[config.mk]
export PLATFORM = sky130hd
export DESIGN_NAME = base_disp_agen
export DESIGN_NICKNAME = d
export VERILOG_FILES = /design/src/rtl/agen_pkg.sv /design/src/rtl/agen_base_select.sv /design/src/rtl/agen_stride_decode.sv /design/src/rtl/agen_sum.sv /design/src/rtl/base_disp_agen.sv
export SDC_FILE = /design/constraint.sdc
export NUM_CORES = 1
export LEC_CHECK = 0
export BUFFER_PORTS_ARGS = -buffer_cell sky130_fd_sc_hd__buf_2
export CORE_MARGIN = 4
export CORE_UTILIZATION = 45
export DETAILED_ROUTE_END_ITERATION = 12
export GPL_ROUTABILITY_DRIVEN = 0
export PLACE_DENSITY = 0.78
export SYNTH_ARGS = -nofsm -noshare
export SYNTH_HDL_FRONTEND = slang
export SYNTH_SLANG_ARGS = --single-unit
[constraint.sdc]
create_clock -name clk -period 1.1 [get_ports clk]
set_clock_uncertainty 0.2 [all_clocks]
set_input_delay 0.11 -clock clk [delete_from_list [all_inputs] [get_ports clk]]
set_output_delay 0.11 -clock clk [all_outputs]
set_load 0.02 [all_outputs]
[src/rtl/agen_pkg.sv]
package agen_pkg;
  typedef enum logic [1:0] {
    OPC_MEM   = 2'd0,
    OPC_LEA   = 2'd1,
    OPC_SHIFT = 2'd2,
    OPC_VEC   = 2'd3
  } op_class_e;
endpackage

[src/rtl/agen_base_select.sv]
module agen_base_select #(
  parameter int SEL_W = 2,
  parameter int RF_AW = 4
) (
  input  logic [SEL_W-1:0] base_sel,
  output logic [RF_AW-1:0] rd_idx
);
  // Base registers are the top 2**SEL_W entries of the file.
  localparam int FIRST_BASE = (1 << RF_AW) - (1 << SEL_W);

  always_comb begin
    rd_idx = RF_AW'(FIRST_BASE) + RF_AW'(base_sel);
  end
endmodule

[src/rtl/agen_stride_decode.sv]
module agen_stride_decode #(
  parameter int STRIDE_W = 2
) (
  input  logic                is_vec,
  input  logic [STRIDE_W-1:0] low_bits,
  output logic [STRIDE_W-1:0] stride_sel,
  output logic                stride_en
);
  always_comb begin
    if (is_vec) begin
      stride_sel = low_bits;
      stride_en  = |low_bits;
    end else begin
      stride_sel = '0;
      stride_en  = 1'b0;
    end
  end
endmodule

[src/rtl/agen_sum.sv]
module agen_sum
  import agen_pkg::*;
#(
  parameter int GPR_W      = 32,
  parameter int BASE_SHIFT = 8,
  parameter int DISP_W     = 14,
  parameter int STRIDE_W   = 2,
  localparam int EA_W      = GPR_W + BASE_SHIFT
) (
  input  op_class_e         op,
  input  logic [GPR_W-1:0]  base,
  input  logic [DISP_W-1:0] disp,
  output logic [EA_W-1:0]   ea_next
);
  logic [DISP_W-1:0] disp_eff;
  logic [EA_W-1:0]   base_scaled;
  logic [EA_W-1:0]   disp_ext;

  always_comb begin
    disp_eff = disp;
    if (op == OPC_VEC) begin
      disp_eff[STRIDE_W-1:0] = '0;
    end
    base_scaled = {base, {BASE_SHIFT{1'b0}}};
    disp_ext    = EA_W'(disp_eff);
    case (op)
      OPC_SHIFT: ea_next = disp_ext;
      default:   ea_next = base_scaled + disp_ext;
    endcase
  end
endmodule

[src/rtl/base_disp_agen.sv]
module base_disp_agen
  import agen_pkg::*;
#(
  parameter int GPR_W      = 32,
  parameter int RF_AW      = 4,
  parameter int SEL_W      = 2,
  parameter int DISP_W     = 14,
  parameter int BASE_SHIFT = 8,
  parameter int STRIDE_W   = 2,
  localparam int AC_W      = SEL_W + DISP_W,
  localparam int EA_W      = GPR_W + BASE_SHIFT
) (
  input  logic              clk,
  input  logic              rst_n,
  input  logic              in_valid,
  input  logic [1:0]        op_class,
  input  logic [AC_W-1:0]   addr_const,
  output logic [RF_AW-1:0]  gpr_rd_idx,
  input  logic [GPR_W-1:0]  gpr_rd_data,
  output logic              out_valid,
  output logic [EA_W-1:0]   ea,
  output logic [STRIDE_W-1:0] stride_sel,
  output logic              stride_en
);
  op_class_e            op;
  logic [SEL_W-1:0]     base_sel;
  logic [DISP_W-1:0]    disp;
  logic [EA_W-1:0]      ea_d;
  logic [STRIDE_W-1:0]  ssel_d;
  logic                 sen_d;
  logic                 vld_d;
  logic                 cap_en;

  always_comb begin
    op       = op_class_e'(op_class);
    base_sel = addr_const[AC_W-1:DISP_W];
    disp     = addr_const[DISP_W-1:0];
  end

  agen_base_select #(.SEL_W(SEL_W), .RF_AW(RF_AW)) u_base (
    .base_sel (base_sel),
    .rd_idx   (gpr_rd_idx)
  );

  agen_sum #(
    .GPR_W(GPR_W), .BASE_SHIFT(BASE_SHIFT), .DISP_W(DISP_W), .STRIDE_W(STRIDE_W)
  ) u_sum (
    .op      (op),
    .base    (gpr_rd_data),
    .disp    (disp),
    .ea_next (ea_d)
  );

  agen_stride_decode #(.STRIDE_W(STRIDE_W)) u_stride (
    .is_vec     (op == OPC_VEC),
    .low_bits   (disp[STRIDE_W-1:0]),
    .stride_sel (ssel_d),
    .stride_en  (sen_d)
  );

  // Next-state: the payload loads only on a strobe; the strobe itself always loads.
  always_comb begin
    cap_en = in_valid;
    vld_d  = in_valid;
  end

  always_ff @(posedge clk or negedge rst_n) begin
    if (!rst_n) begin
      out_valid <= 1'b0;
    end else begin
      out_valid <= vld_d;
    end
  end

  always_ff @(posedge clk or negedge rst_n) begin
    if (!rst_n) begin
      ea         <= '0;
      stride_sel <= '0;
      stride_en  <= 1'b0;
    end else if (cap_en) begin
      ea         <= ea_d;
      stride_sel <= ssel_d;
      stride_en  <= sen_d;
    end
  end
endmodule

==> results of run 1 <==
report_power, final:
part           switching, mW  total [mW]  leakage (nW)  internal (mW)
Combinational           1.14        2.31          1.67           1.17
Sequential             0.163        1.95         0.543           1.79
Clock                  0.623        1.13        0.0434          0.510
path summary, 6_finish.rpt:
| check | to |
|---|---|
| max | ea[20] |
| min | gpr_rd_idx[0] |
| max reg2reg | ea[39] |
| min reg2reg | ea[6] |
| max in group asynchronous | ea[26] |
| min in group asynchronous | ea[5] |
cell type report:
type / count / area, µm²
Clock inverter: 2 / 15.0
Sequential cell: 44 / 1100
Multi-Input combinational cell: 182 / 1780
Timing Repair Buffer: 209 / 1930
Clock buffer: 6 / 82.6
Inverter: 30 / 113
Tap cell: 72 / 90.1
Fill cell: 192 / 532
layout by cell type (no fill, tap or decap), types with 7 or more instances in the layout:
| cell type | count |
|---|---|
| buf_2 | 27 |
| o22ai_1 | 21 |
| inv_1 | 30 |
| nor2b_1 | 7 |
| nor2_1 | 9 |
| buf_4 | 77 |
| dfrtp_1 | 44 |
| dlygate4sd3_1 | 21 |
| nand2_1 | 22 |
| xnor2_1 | 20 |
| buf_6 | 75 |
registers in the layout, summed over array words and instances, names as in the netlist:
name / cells
ea: 40
stride_en: 1
stride_sel: 2
out_valid: 1
through the flow:
stage / power, mW / instances / instance area [µm²]
final: 5.40 / 545 / 5110
after global routing: 5.52 / 545 / 5110
after CTS: 4.98 / 531 / 4830
after detailed placement: 3.32 / 479 / 3770
after global placement: 3.28 / 479 / 3770
after floorplan: 2.69 / 273 / 2840
layer usage:
layer,vias up,wire [µm],global-route usage [%]
met1,1653,4820,35.3
li1,1360,-,-
met5,-,7,0
met3,101,1330,5.63
met2,285,6880,55.6
met4,2,956,13.8
repair_timing:
action / CTS / global route
gates resized for setup: 144 / 41
hold endpoints to repair: 70 / 0
buffers inserted: 24 / 19
cloned: 2 / 0
hold buffers: 21 / 0
endpoints found under the setup margin: 75 / 78
pin swaps: 36 / 45
cells by family (layout without fill, tap and decap cells):
kind of cell / after synthesis / in the layout
AO/OA/AOI/OAI: 62 / 63
XOR/XNOR: 28 / 28
adder cells (fa/ha/maj): 7 / 7
buffers and inverters: 48 / 247
flip-flops: 44 / 44
multiplexers: 7 / 7
other: 1 / 2
AND/OR/NAND/NOR: 75 / 75
critical path: stages:
cell and delay [ps]:
buf_8 100, ha_4 160, fa_2 370, a21o_1 210, a221oi_4 340, buf_12 180
buf_4 110, nor3_1 60, xnor2_1 220, o22ai_1 120
==> impl_results.md, run 1 <==
* Core area at 5640 µm²
* Final worst slack at -916 ps
* Largest family of logic cells by synthesized area: compound AO/OA/AOI/OAI gates
* Layout cells sized above 1 at around 55%
* # DRC at 0
* RSZ-0062 raised after global routing: true
* Initial DRC count at 300
* First-pass GRT wire length at 17,500 µm
* Buffer levels on the longest clock path at 2
* Critical Path Source: addr_const[8]
* Yosys reg bits at 44
* TritonCTS clock tree: built
* Die height at 85.1 µm
* IO Pins at roughly 100
* WL per Instance at approximately 26 µm
* Post-Synth Adder-Cell Area at 3.55%
* Flop2flop setup slack at -190 ps
* Synth-to-layout area growth at 90.8%
* Vias per inst at approximately 6.2
* Post-synth top area share at 41.1%
* CP Data Arrival Time at 1990 ps
* Min-delay worst type: in -> out
* Routed wire length at between 10,000 and 15,000 µm
* Vias in the first global route at 3,314
* Post-synthesis cell type count at between 40 and 50
* Critical path data required time at 1080 ps
* Number of cells on the worst hold path at 0
* Sequential area share after synthesis at 41.1%
* Final period util at 183%
* Root buf cell: clkbuf_8
* DRT Pass-1 Iters at 5
* Hold_sp: addr_const[14]
* Largest cells by area after synthesis: dfrtp_1 (41%), xnor2_1 (8.5%), o22ai_1 (5.4%)
* Hold_ws at 20.0 ps
* Crit path max fanout at 7
* MaxCap Viol Count at 0
* Fmax achieved at 0.496 GHz
* Simple-gate share of the synthesized area at between 10% and 20%
* Cell taking the most area after synthesis: dfrtp_1
* Final setup fails at 76
* Failing checks: negative setup slack
* H-tree depth at 2
* Worst setup SP type: input pin
* Initial Utilization at 47.5%
* Cell count after synthesis at about 270
* Post-synth ARST share at 100%
* Setup TNS at -22,200 ps
* GRT Total Usage at 30.9%
* Most frequent cells after synthesis: dfrtp_1 (44), inv_1 (30), xnor2_1 (26)
* Clk slew on worst S/H paths at around 90 ps
* Yosys warning total at 0
* Syn Area/Cell at between 9 and 10 µm²
* WS Path Type: in -> reg
* Worst Setup End Kind: flip-flop
* Most common cell in the netlist: dfrtp_1
* Largest net degree at the start of global routing at 45
* Clk Latency, worst-skew pair at 310 ps
* Status: complete, but fails checks
* R2r startpoint: ea[39]
* Slew Viols, Final at 0
* Xor and xnor fraction of the mapped netlist area at 9.16%
* Initial antenna violation count at 1
* PortBufs at between 90 and 100
* Dpl hpwl at between 5000 and 6000 µm
* Reg2reg path depth at 2
* # diodes at 0
* Final Hold Viols at 0
* Core Rows at 27
* Clock sink count at 44
* VDD IR max at about 0.8 mV
* Post-synth EDFFs at 0
* Nets@finish at ~530
* Post-Syn Area at between 2000 and 3000 µm²
* Period minus WS final at a little over 2000 ps
* Util after Layout at about nine tenths
* Routed Antenna Nets at 0
* Grt total ovfl at 0
* Pre-CTS setup slack at -1110 ps
* Pwr per Cell Area at 1060 nW/µm²
* Via count at about 3,400
* LEAKAGE at about 2.3 nW
* Num CTS Buffers at 5
* Die area at 7250 µm²
* Multiplexer share of the synthesized area at 2.94%
* Die width at 85.1 µm
* Synth Flop Type: dfrtp_1
* Synth Area in Compound Gates at 19.3%
(Power assumes the default switching activity.)
==> inputs of run 2 (changes only) <==
- PLACE_DENSITY: 0.78 -> 0.77
- REMOVE_ABC_BUFFERS: default -> 1
==> run 2 against run 1 <==
  * Utilization about the same
  * Routed wire length up 7.7%
  * Die area unchanged
  * Via count up 3.1%
  * Sequential share of layout area about the same
  * Count of clock-buffer cells in the layout down 1
  * The run ends with negative hold slack, negative setup slack left
  * Fmax up 0.32%
  * Global-route usage up 0.89 points
  * Critical path type unchanged
  * Worst setup slack better by 6.4 ps
  * Final area about the same
==> impl_results.md, run 2 (synthesis results as in run 1) <==
* Period minus WS final at 2010 ps (was 2020 ps)
* MaxCap Viol Count at 0 (unchanged)
* Worst Setup End Kind: flip-flop (unchanged)
* Nets@finish at 540 (was 532)
* Final setup fails at 78 (was 76)
* Commonest non-fill, non-tap cell in the layout: buf_4 (unchanged)
* Worst setup SP type: input pin (unchanged)
* Failing checks: negative hold slack, negative setup slack (was negative setup slack)
* Die width at 85.1 µm (unchanged)
* Num CTS Buffers at 5 (unchanged)
* Hold-fix buffers, CTS at 20 (was 21)
* WL per Instance at 27.1 µm (was 25.7 µm)
* H-tree depth at 2 (unchanged)
* RSZ-0062 raised after global routing: true (unchanged)
* Final period util at 183% (about the same)
* Crit path max fanout at 5 (was 7)
* Grt total ovfl at 0 (unchanged)
* WS Path Type: in -> reg (unchanged)
* Final worst slack at -910 ps (was -916 ps)
* PortBufs at 94 (unchanged)
* Most frequent cells in the layout: buf_4 (84), buf_6 (70), dfrtp_1 (44) (was buf_4 (77), buf_6 (75), dfrtp_1 (44))
* TritonCTS clock tree: built (unchanged)
* CP Data Arrival Time at 2020 ps (was 1990 ps)
* Initial DRC count at 414 (was 300)
* Layout cells sized above 1 at 54.3% (was 54.5%)
* Routed Antenna Nets at 0 (unchanged)
* Core Rows at 27 (unchanged)
* Final Hold Viols at 1 (was 0)
* Die height at 85.1 µm (unchanged)
* Regs by FF count: ea: 40 flops, stride_sel: 2 flops (unchanged)
* LEAKAGE at 2.28 nW (was 2.25 nW)
* Relative slew margins at approximately three fifths
* Min-delay worst type: in -> reg (was in -> out)
* Clk slew on worst S/H paths at 100 ps (was 90 ps)
* Slew Viols, Final at 0 (unchanged)
* Vias in the first global route at 3,353 (was 3,314)
* Hold_ws at -40.8 ps (was 20.0 ps)
* Via count at 3,506 (was 3,401)
* Layout filler cell count at 188 (was 192)
* Routed wire length at 15,100 µm (was 14,000 µm)
* Design Area, Final at 5110 µm² (about the same)
* Buffer levels on the longest clock path at 2 (unchanged)
* Cell area after placement at 3640 µm² (was 3770 µm²)
* Util after Layout at 90.6% (about the same)
* Pre-CTS setup slack at -1160 ps (was -1110 ps)
* First-pass GRT wire length at 18,100 µm (was 17,500 µm)
* Largest register by flop count: ea (unchanged)
* Setup TNS at -24,560 ps (was -22,200 ps)
* Largest net degree at the start of global routing at 45 (unchanged)
* Clock sink count at 44 (unchanged)
* Initial Utilization at 47.5% (unchanged)
* Dpl hpwl at 5600 µm (was 5670 µm)
* # DRC at 0 (unchanged)
* Max reg flops at 40 (unchanged)
* DRT Pass-1 Iters at 7 (was 5)
* Die area at 7250 µm² (unchanged)
* Pwr per Cell Area at 1060 nW/µm² (about the same)
* Initial antenna violation count at 2 (was 1)
* Multi-input logic area at 1720 µm² (was 1780 µm²)
* Clk Latency, worst-skew pair at 320 ps (was 310 ps)
* IO Pins at 101 (unchanged)
* Vias per inst at 6.32 (was 6.24)
* Slew @ Worst Pin at 612 ps
* Critical path data required time at 1110 ps (was 1080 ps)
* Register area at 1100 µm² (unchanged)
* Fmax achieved at 0.498 GHz (was 0.496 GHz)
* VDD IR max at 0.855 mV (was 0.800 mV)
* Core area at 5640 µm² (unchanged)
* Synth-to-layout area growth at 90.9% (was 90.8%)
* Status: complete, but fails checks (unchanged)
* GRT Total Usage at 31.8% (was 30.9%)
* Root buf cell: clkbuf_8 (unchanged)
==> run 2: area by class of cell <==
type / count / area share, %
tap: 72 / 1.76
clock inverter: 3 / 0.465
inverter: 30 / 2.20
clock buffer: 5 / 1.35
sequential: 44 / 21.5
antenna: 2 / 0.0979
multi-input combinational: 181 / 33.6
timing repair buffer: 218 / 39.0
==> run 2: worst paths after layout <==
check / startpoint / to / slack [ps] / depth (start not counted)
max in group asynchronous: rst_n / ea[29] / 360 / 3
min in group asynchronous: rst_n / ea[8] / 90 / 3
hold / removal: addr_const[10] / ea[10] / -40 / 4
hold reg to reg: ea[7] / ea[7] / 330 / 1
setup reg to reg: ea[23] / ea[23] / -220 / 2
setup / recovery: addr_const[8] / ea[18] / -910 / 10
==> run 2: per-stage QoR <==
stage | cells | total power, mW | hold slack [ps]
4_1_cts | 533 | 4.90 | -57.9
2_1_floorplan | 255 | 2.57 | -386
5_1_grt | 555 | 5.55 | 0.473
6_report | 555 | 5.39 | -40.8
3_5_place_dp | 484 | 3.25 | -89.3
3_3_place_gp | 484 | 3.22 | -97.4
==> run 2: power breakdown <==
group | internal (mW) | total (mW) | leakage, nW | switching [mW]
Clock | 0.451 | 1.12 | 0.0404 | 0.672
Sequential | 1.79 | 1.95 | 0.543 | 0.159
Combinational | 1.17 | 2.32 | 1.70 | 1.16
==> run 2: per-layer routing <==
layer	GRT usage [%]	wire length, µm
met1	38.1	4940
met3	5.73	1590
met5	0	0
met2	54.9	7020
met4	14.8	1510
==> run 2: what timing repair did <==
action                                  4_1_cts  5_1_grt
resized for setup                           164       38
endpoints found under the hold margin        73        1
endpoints found under the setup margin       74       77
buffers inserted                             20       21
pin swaps                                    39       31
cloned                                        2        0
==> run 2: worst max-delay path, cell delays in order <==
cell and delay [ps]:
buf_8 100, ha_4 170, fa_2 360, a21o_1 260, a221oi_4 320, buf_6 180
buf_4 130, nor2_4 30, xnor2_1 130, a31o_1 210
==> inputs of run 3 (changes only) <==
- CORE_UTILIZATION: 45 -> 49
- GPL_TIMING_DRIVEN: default -> 0
- PLACE_DENSITY: 0.77 -> 0.8
- clock period: 1.1 -> 2 ns (I/O delays scaled with it)
==> run 3 against run 2 <==
  * The run ends with negative setup slack left
  * Final cell count shrank 19%
  * Via count shrank 31%
  * Register-to-register slack gained 1100 ps
  * Utilization shrank 21 points
  * Combinational power shrank 69%
  * Highest routed layer unchanged
  * Flip-flop and latch count is the same
  * Routed wire length shrank 52%
  * Count of clock-buffer cells in the layout is the same
==> impl_results.md, run 3 (synthesis results as in run 1) <==
* Status: complete, but fails checks (unchanged)
* Failing checks: negative setup slack (was negative hold slack, negative setup slack)
* Synth-to-layout area growth at 34.5% (was 90.9%)
* IO Pins at 101 (unchanged)
* DRT Pass-1 Iters at 4 (was 7)
* Sequential Power Share at 41.9% (was 36.1%)
* Clk slew on worst S/H paths at 90 ps (was 100 ps)
* Layout cells sized above 1 at 36.1% (was 54.3%)
* Setup TNS at -6.53 ps (was -24,560 ps)
* Pwr per Cell Area at 681 nW/µm² (was 1060 nW/µm²)
* MaxCap Viol Count at 0 (unchanged)
* Core Rows at 26 (was 27)
* Register area at 1100 µm² (unchanged)
* Largest register by flop count: ea (unchanged)
* Final period util at 100%
* Clk pwr share at 28.9% (was 20.8%)
* Most frequent cells in the layout: buf_2 (91), dfrtp_1 (44), inv_1 (30) (was buf_4 (84), buf_6 (70), dfrtp_1 (44))
* Switch Pwr at 0.808 mW (was 1.99 mW)
* GRT Total Usage at 21.5% (was 31.8%)
* Clk Latency, worst-skew pair at 290 ps (was 320 ps)
* Routed wire length at 7210 µm (was 15,100 µm)
* Placed cell count at 419 (was 484)
* PortBufs at 94 (unchanged)
* Routed Antenna Nets at 0 (unchanged)
* Max reg flops at 40 (unchanged)
* Largest net degree at the start of global routing at 58 (was 45)
* Pre-CTS setup slack at -1090 ps (was -1160 ps)
* Initial DRC count at 86 (was 414)
* First-pass GRT wire length at 11,200 µm (was 18,100 µm)
* Buffer levels on the longest clock path at 2 (unchanged)
* Die area at 6710 µm² (was 7250 µm²)
* Dpl hpwl at 4640 µm (was 5600 µm)
* WS Path Type: in -> reg (unchanged)
* Critical path data required time at 1980 ps (was 1110 ps)
* # DRC at 0 (unchanged)
* Comb pwr share at 29.2% (was 43.1%)
* Grt total ovfl at 0 (unchanged)
* Worst Setup End Kind: flip-flop (unchanged)
* Fmax achieved at ~0.50 GHz
* Min-delay worst type: in -> reg (unchanged)
* Final Hold Viols at 0 (was 1)
* VDD IR max at 0.461 mV (was 0.855 mV)
* Num CTS Buffers at 5 (unchanged)
* Commonest non-fill, non-tap cell in the layout: buf_2 (was buf_4)
* Period minus WS final at between 2000 and 2500 ps
* Die height at 81.9 µm (was 85.1 µm)
* Via count at 2,419 (was 3,506)
* H-tree depth at 2 (unchanged)
* Clock sink count at 44 (unchanged)
* Total chip power at 2.45 mW (was 5.39 mW)
* Internal power at 1.64 mW (was 3.41 mW)
* Worst setup SP type: input pin (unchanged)
* Core area at 5200 µm² (was 5640 µm²)
* Crit path max fanout at 13 (was 5)
* Critical-path cell list: buf_2, ha_1, and4_1, a21oi_4, a2111oi_4, a21oi_1, a311o_1 (was buf_8, ha_4, fa_2, a21o_1, a221oi_4, buf_6, buf_4, nor2_4, xnor2_1, a31o_1)
* Final setup fails at 1 (was 78)
* Critical Path Max Stage Delay at 410 ps (was 360 ps)
* Layout filler cell count at 424 (was 188)
* WL per Instance at 16.0 µm (was 27.1 µm)
* RSZ-0062 raised after global routing: true (unchanged)
* Critical-path top delay cell: a2111oi_4 (was fa_2)
* Final std cells w/o fill at 450 (was 555)
* Nets@finish at 439 (was 540)
* Regs by FF count: ea: 40 flops, stride_sel: 2 flops (unchanged)
* LEAKAGE at 1.59 nW (was 2.28 nW)
* Relative slew margins at 33.7% (was 58.9%)
* Root buf cell: clkbuf_8 (unchanged)
* Slew @ Worst Pin at 995 ps (was 612 ps)
* # diodes at 0 (was 2)
* TritonCTS clock tree: built (unchanged)
* Multi-input logic area at 1490 µm² (was 1720 µm²)
* Initial Utilization at 51.4% (was 47.5%)
* Switch share at 33.0% (was 36.9%)
* Initial antenna violation count at 0 (was 2)
* Vias in the first global route at 2,432 (was 3,353)
* Die width at 81.9 µm (was 85.1 µm)
* CP Data Arrival Time at 1990 ps (was 2020 ps)
* Slew Viols, Final at 0 (unchanged)
* Final worst slack at -6.53 ps (was -910 ps)
* Util after Layout at 69.2% (was 90.6%)
* Vias per inst at 5.38 (was 6.32)
## run 3: layer usage
layer | wire [µm] | track usage (%)
met1 | 3100 | 25.6
met2 | 3600 | 39.3
met3 | 426 | 3.51
met4 | 87 | 6.64
met5 | 0 | 0
## run 3: timing repair
item / 4_1_cts / 5_1_grt
hold buffers: 16 / 0
hold endpoints to repair: 60 / 0
buffers inserted: 3 / 2
gates resized for setup: 11 / 13
endpoints found under the setup margin: 27 / 25
cloned: 0 / 2
pin swaps: 4 / 9
## run 3: metrics by stage
stage / instance area (µm²) / hold slack [ps]
global route: 3600 / 13.3
CTS: 3500 / 4.20
finish: 3600 / 11.8
global placement: 3150 / 200
floorplan: 2590 / -296
detailed placement: 3150 / 200
## run 3: path summary, 6_finish.rpt
kind                       slack, ps  cells past startpoint             to            from
setup / recovery                  -7                      7         ea[39]  addr_const[11]
hold / removal                    10                      3  stride_sel[1]     op_class[0]
setup reg to reg                 830                      2         ea[39]          ea[39]
hold reg to reg                  290                      1          ea[5]           ea[5]
max in group asynchronous        580                      2         ea[28]           rst_n
min in group asynchronous        400                      2          ea[8]           rst_n
## run 3: power groups by stage
stage               logic (mW)  clock network (mW)  registers [mW]
global route             0.780               0.758            1.04
finish                   0.716               0.708            1.03
detailed placement       0.631                   0            1.04
floorplan                0.248                   0            1.17
global placement         0.616                   0            1.04
CTS                      0.685               0.722            1.03
## run 3: critical path, delay by kind of cell
kind,cells,cell delay [ps]
AOI/OAI and AO/OA,4,1000
adders and majority gates,1,390
and+or+nand+nor,1,280
buffers and inverters,1,110
## run 3: area by class of cell
type	instances	share of cell area, %
repair buffers	115	19.2
well taps	70	2.43
clock buffers	5	1.91
inverters	30	3.13
flip-flops and latches	44	30.6
multi-input cells	183	41.5
clock inverters	3	1.29
